$ cat src/rtl/col_mixer_pkg.sv
// Package: shared widths, reduction polynomial and coefficient tables for
// the column mixer. Assumes a four-byte column and an 8-bit field.
package col_mixer_pkg;
    localparam int GF_W    = 8;
    localparam int LANES   = 4;
    localparam int COL_W   = GF_W * LANES;
    localparam logic [GF_W-1:0] GF_POLY = 8'h1B;

    typedef logic [GF_W-1:0] gf_t;

    // Doubling in the field: shift left, fold the carried-out bit back.
    function automatic gf_t gf_dbl(input gf_t v);
        return {v[GF_W-2:0], 1'b0} ^ (v[GF_W-1] ? GF_POLY : '0);
    endfunction

    // First row of the inverse matrix; later rows rotate it right.
    function automatic gf_t inv_coef(input int idx);
        case (idx)
            0:       return 8'h0E;
            1:       return 8'h0B;
            2:       return 8'h0D;
            default: return 8'h09;
        endcase
    endfunction
endpackage

$ cat src/rtl/gf_mul_general.sv
// General GF(2^W) multiplier: AND partial products summed by XOR, then the
// double-width product is reduced by the package polynomial. Purely
// combinational; assumes W >= 2.
module gf_mul_general
    import col_mixer_pkg::*;
(
    input  logic [GF_W-1:0] op_a,
    input  logic [GF_W-1:0] op_b,
    output logic [GF_W-1:0] prod
);
    localparam int WIDE = 2 * GF_W - 1;

    logic [WIDE-1:0] raw;
    logic [WIDE-1:0] red;

    // Carry-less product of the two operands.
    always_comb begin
        raw = '0;
        for (int i = 0; i < GF_W; i++) begin
            if (op_b[i]) raw = raw ^ (WIDE'(op_a) << i);
        end
    end

    // Fold bits above the field width down, highest bit first.
    always_comb begin
        red = raw;
        for (int k = WIDE - 1; k >= GF_W; k--) begin
            if (red[k]) red = red ^ (WIDE'({1'b1, GF_POLY}) << (k - GF_W));
        end
    end

    assign prod = red[GF_W-1:0];
endmodule

$ cat src/rtl/mix_fwd_column.sv
// Forward column mixing with doubling logic only: coefficient 03 is formed
// as the doubled byte XOR the byte itself. Combinational.
module mix_fwd_column
    import col_mixer_pkg::*;
(
    input  logic [COL_W-1:0] col,
    output logic [COL_W-1:0] mixed
);
    gf_t b  [LANES];
    gf_t b2 [LANES];

    genvar g;
    generate
        for (g = 0; g < LANES; g++) begin : g_lane
            // Split the column (byte 0 on top) and double every byte.
            assign b[g]  = col[COL_W-1-GF_W*g -: GF_W];
            assign b2[g] = gf_dbl(b[g]);
            // Row g: 02 on byte g, 03 on g+1, 01 on g+2 and g+3.
            assign mixed[COL_W-1-GF_W*g -: GF_W] =
                b2[g] ^ b2[(g+1)%LANES] ^ b[(g+1)%LANES]
                      ^ b[(g+2)%LANES] ^ b[(g+3)%LANES];
        end
    endgenerate
endmodule

$ cat src/rtl/mix_inv_column.sv
// Inverse column mixing: each of the sixteen coefficient products goes
// through a general field multiplier; rows rotate the 0E 0B 0D 09 pattern.
module mix_inv_column
    import col_mixer_pkg::*;
(
    input  logic [COL_W-1:0] col,
    output logic [COL_W-1:0] mixed
);
    gf_t b [LANES];
    gf_t p [LANES][LANES];

    genvar r, c;
    generate
        for (c = 0; c < LANES; c++) begin : g_split
            assign b[c] = col[COL_W-1-GF_W*c -: GF_W];
        end
        for (r = 0; r < LANES; r++) begin : g_row
            for (c = 0; c < LANES; c++) begin : g_col
                gf_mul_general u_mul (
                    .op_a (b[c]),
                    .op_b (inv_coef((c - r + LANES) % LANES)),
                    .prod (p[r][c])
                );
            end
            // Sum the row's products.
            assign mixed[COL_W-1-GF_W*r -: GF_W] =
                p[r][0] ^ p[r][1] ^ p[r][2] ^ p[r][3];
        end
    endgenerate
endmodule

$ cat src/rtl/col_mixer.sv
// Top: selects forward or inverse mixing and registers the result with a
// valid flag one clock behind the input strobe. The result register only
// loads on a strobe. Synchronous active-low reset.
module col_mixer
    import col_mixer_pkg::*;
(
    input  logic             clk,
    input  logic             rst_n,
    input  logic             in_valid,
    input  logic             inv_mode,
    input  logic [COL_W-1:0] col_in,
    output logic             out_valid,
    output logic [COL_W-1:0] col_out
);
    logic [COL_W-1:0] fwd_res;
    logic [COL_W-1:0] inv_res;

    mix_fwd_column u_fwd (.col(col_in), .mixed(fwd_res));
    mix_inv_column u_inv (.col(col_in), .mixed(inv_res));

    // Register the chosen result and its valid flag.
    always_ff @(posedge clk) begin
        if (!rst_n) begin
            out_valid <= 1'b0;
            col_out   <= '0;
        end else begin
            out_valid <= in_valid;
            if (in_valid) col_out <= inv_mode ? inv_res : fwd_res;
        end
    end
endmodule

$ cat config.mk
export PLATFORM = sky130hd
export DESIGN_NAME = col_mixer
export DESIGN_NICKNAME = d
export VERILOG_FILES = /design/src/rtl/col_mixer_pkg.sv /design/src/rtl/gf_mul_general.sv /design/src/rtl/mix_fwd_column.sv /design/src/rtl/mix_inv_column.sv /design/src/rtl/col_mixer.sv
export SDC_FILE = /design/constraint.sdc
export NUM_CORES = 1
export LEC_CHECK = 0
export BUFFER_PORTS_ARGS = -buffer_cell sky130_fd_sc_hd__buf_4
export CORE_MARGIN = 2
export CORE_UTILIZATION = 30
export DETAILED_ROUTE_END_ITERATION = 16
export PLACE_DENSITY_LB_ADDON = 0.05
export SLEW_MARGIN = 25
export SYNTH_ARGS = -nofsm -noshare
export SYNTH_HDL_FRONTEND = slang
export SYNTH_SLANG_ARGS = --single-unit
$ cat constraint.sdc
create_clock -name clk -period 2.6 [get_ports clk]
set_input_delay 0.13 -clock clk [delete_from_list [all_inputs] [get_ports clk]]
set_output_delay 0.13 -clock clk [all_outputs]
set_load 0.03 [all_outputs]
==> out/results.tsv <==
stage	metric	value	unit
sta	Worst Tran Pin Value	0.783	ns
power_and_ir_drop	Reg power frac	0.178	
sta	Final Max Tran Viols	0	
power_and_ir_drop	Leak	2.01	nW
final_layout	Nets	512	
final_layout	most frequent cells in the layout	158 x xnor2_1, 84 x buf_4, 48 x xor2_1	
clocking	Post-CTS Hold Fix Bufs	0	
global_routing	largest net degree at the start of global routing	62	
routing	vias per std cell	4.41	
power_and_ir_drop	VDD IR-drop max	0.213	mV
routing	DRC viols	0	
sta	RSZ-0062 raised after global routing	no	
die	num rows	42	
final_layout	Reg area	661	sq um
die	core outline area	0.0131	sq mm
clocking	clk_lat worst skew	0.28	ns
sta	Worst slew margin	0.474	
final_layout	Multi-input gate area	0.00318	sq mm
global_routing	initial antenna violation count	0	
final_layout	post-route insts no fill	653	
synthesis	net count after synthesis	461	
global_routing	grt ovf	0	
worst_setup_path	CP Max Fanout	6	
synthesis	Mapped Area	0.00402	sq mm
power_and_ir_drop	Combinational Power Share	0.624	
min_path	class of the most critical hold timing path	input port to flop	
die	Starting Density	0.306	
worst_setup_path	CP endpoint kind	flop	
global_routing	first-pass GRT wire length	19.0	mm
final_layout	layout cells sized above 1	0.212	
power_and_ir_drop	Pint	2.14	mW
clocking	Clock Path Buffers	2	
final_layout	# diodes	0	
power_and_ir_drop	Sw Ratio	0.391	
synthesis	count of cell types in the netlist	29	
global_routing	vias in the first global route	2912	
power_and_ir_drop	Clock Power Share	0.198	
final_layout	fillcell total	1369	
place	RD Place Congestion	0.854	
global_routing	GRT Overall Usage	0.180	
routing	DR WL/cell	19.1	um
synthesis	synthesized flop and latch total	33	
run	max cap viols	0	
worst_setup_path	crit-path most repeated cell	xnor2_1	
synthesis	cell count after synthesis	425	
sta	period utilization	0.822	
sta	Highest Clock Rate	468	MHz
power_and_ir_drop	pwr/cell area	722	mW/mm^2
final_layout	Layout area overhead	21.1	%
routing	vias after detailed routing	2878	
worst_setup_path	slowest cell delay on critical path	0.65	ns
routing	Final ANT Viol Nets	0	
clocking	post_cts resized	0	
sta	Tmin final	2.14	ns
die	Die W	120	um
final_layout	commonest non-fill, non-tap cell in the layout	xnor2_1	
place	# port buffers	68	
sta	final hold vios	0	
clocking	CTS tree	yes	
clocking	Root Buffer	clkbuf_16	
run_status	outcome	finished clean	
worst_setup_path	slowest stage cell, crit path	xnor2_1	
synthesis	YS warnings	0	
die	DIE AREA	0.0143	sq mm
sta	setup TNS	0	ns
routing	drt first pass iters	4	
clocking	Setup Fix Bufs, Post-CTS	0	
die	Chip Height	120	um
routing	Detailed Route WL	12.4	mm
power_and_ir_drop	Psw	1.38	mW
worst_setup_path	CP cell instances	buf_4, xnor2_1, xnor3_1, xnor2_1, xnor2_1, a21oi_1, nor2_1	
place	detailed placement HPWL	10.0	mm
routing	First DRT Iteration DRCs	198	
clocking	H-tree depth	2	
clocking	CTS Sinks	33	
clocking	clock slew at reported path FFs	0.06	ns
synthesis	register area share after synthesis	0.164	
worst_setup_path	CP required	2.75	ns
sta	Layout Skew	0	ns
clocking	CTS Buf Count	5	
synthesis	Avg Inst Size Synth	9.46	sq um
sta	Final setup viols	0	
worst_setup_path	Critical Path AT	2.29	ns
die	IO Count	69	
worst_setup_path	Critical Path Start Type	input port	
place	Placed Instances	645	
worst_setup_path	CP Class	input port to flop	
## per-stage QoR
stage	hold slack [ns]	setup WS, ns	power, mW	utilization	instance area [sq um]
4_1_cts	0.226	0.530	3.55	0.371	4870
5_1_grt	0.247	0.403	3.73	0.371	4870
2_1_floorplan	0.252	0.661	2.25	-	4020
6_report	0.232	0.464	3.52	0.371	4870
3_5_place_dp	0.481	0.258	2.84	0.357	4700
3_3_place_gp	0.478	0.188	2.84	0.357	4700
## synthesized netlist by cell type, drive strengths merged
cell / number / area (sq um)
dfxtp: 33 / 661
o21ba: 1 / 10.0
nor3: 1 / 5.00
nand2: 8 / 32.5
o31ai: 1 / 7.51
xnor3: 26 / 586
inv: 1 / 3.75
nor2: 24 / 90.1
clkinv: 1 / 3.75
clkbuf: 23 / 86.3
mux2i: 4 / 40.0
xor3: 3 / 71.3
a21oi: 31 / 155
and2: 1 / 6.26
buf: 17 / 87.6
a31oi: 1 / 6.26
a32o: 1 / 10.0
o21ai: 24 / 120
xor2: 50 / 464
xnor2: 163 / 1490
nand2b: 1 / 6.26
mux2: 1 / 11.3
a211oi: 9 / 67.6
## logic make-up (layout without fill, tap and decap cells)
family | count (synthesis) | count (layout) | share of synthesized area
flops | 33 | 33 | 0.164
simple gates | 35 | 35 | 0.0349
mux | 5 | 5 | 0.0128
xor+xnor | 242 | 242 | 0.649
buf+inv | 42 | 94 | 0.0451
compound gates | 68 | 68 | 0.0937
## final cells by class
cell class              instances  area share
clock inverters                 1     0.00617
clock buffers                   7      0.0293
inverters                       2     0.00154
well taps                     176      0.0452
multi-input cells             350       0.653
repair buffers                 84       0.130
flip-flops and latches         33       0.136
## worst max-delay path: cells and delay by family
kind	cells	cell delay (ns)
XOR/XNOR	4	1.53
AO/OA/AOI/OAI	1	0.37
AND/OR/NAND/NOR	1	0.08
buffers and inverters	1	0.16
## final timing paths
path / start / end / slack [ns] / cells past startpoint
max: col_in[21] / col_out[3] / 0.46 / 7
min: rst_n / col_out[27] / 0.23 / 3
max reg2reg: col_out[13] / col_out[13] / 1.83 / 3
min reg2reg: col_out[23] / col_out[23] / 0.48 / 2
## layer usage
metal	share of wire	GRT usage	up-vias
met3	0.043	0.0214	8
li1	-	-	1470
met1	0.51	0.273	1331
met4	0.0080	0.0331	0
met2	0.44	0.276	69
met5	0	0	-
## sequential cells by signal, summed over array words and instances (netlist names)
| signal | cells |
|---|---|
| out_valid | 1 |
| col_out | 32 |
## power groups by stage
stage | Sequential [mW] | Clock (mW) | Combinational [mW]
after CTS | 0.628 | 0.708 | 2.21
after detailed placement | 0.638 | 0 | 2.20
final | 0.627 | 0.694 | 2.19
after global routing | 0.640 | 0.733 | 2.36
after floorplan | 0.788 | 0 | 1.46
after global placement | 0.638 | 0 | 2.20
(Power assumes the default switching activity.)
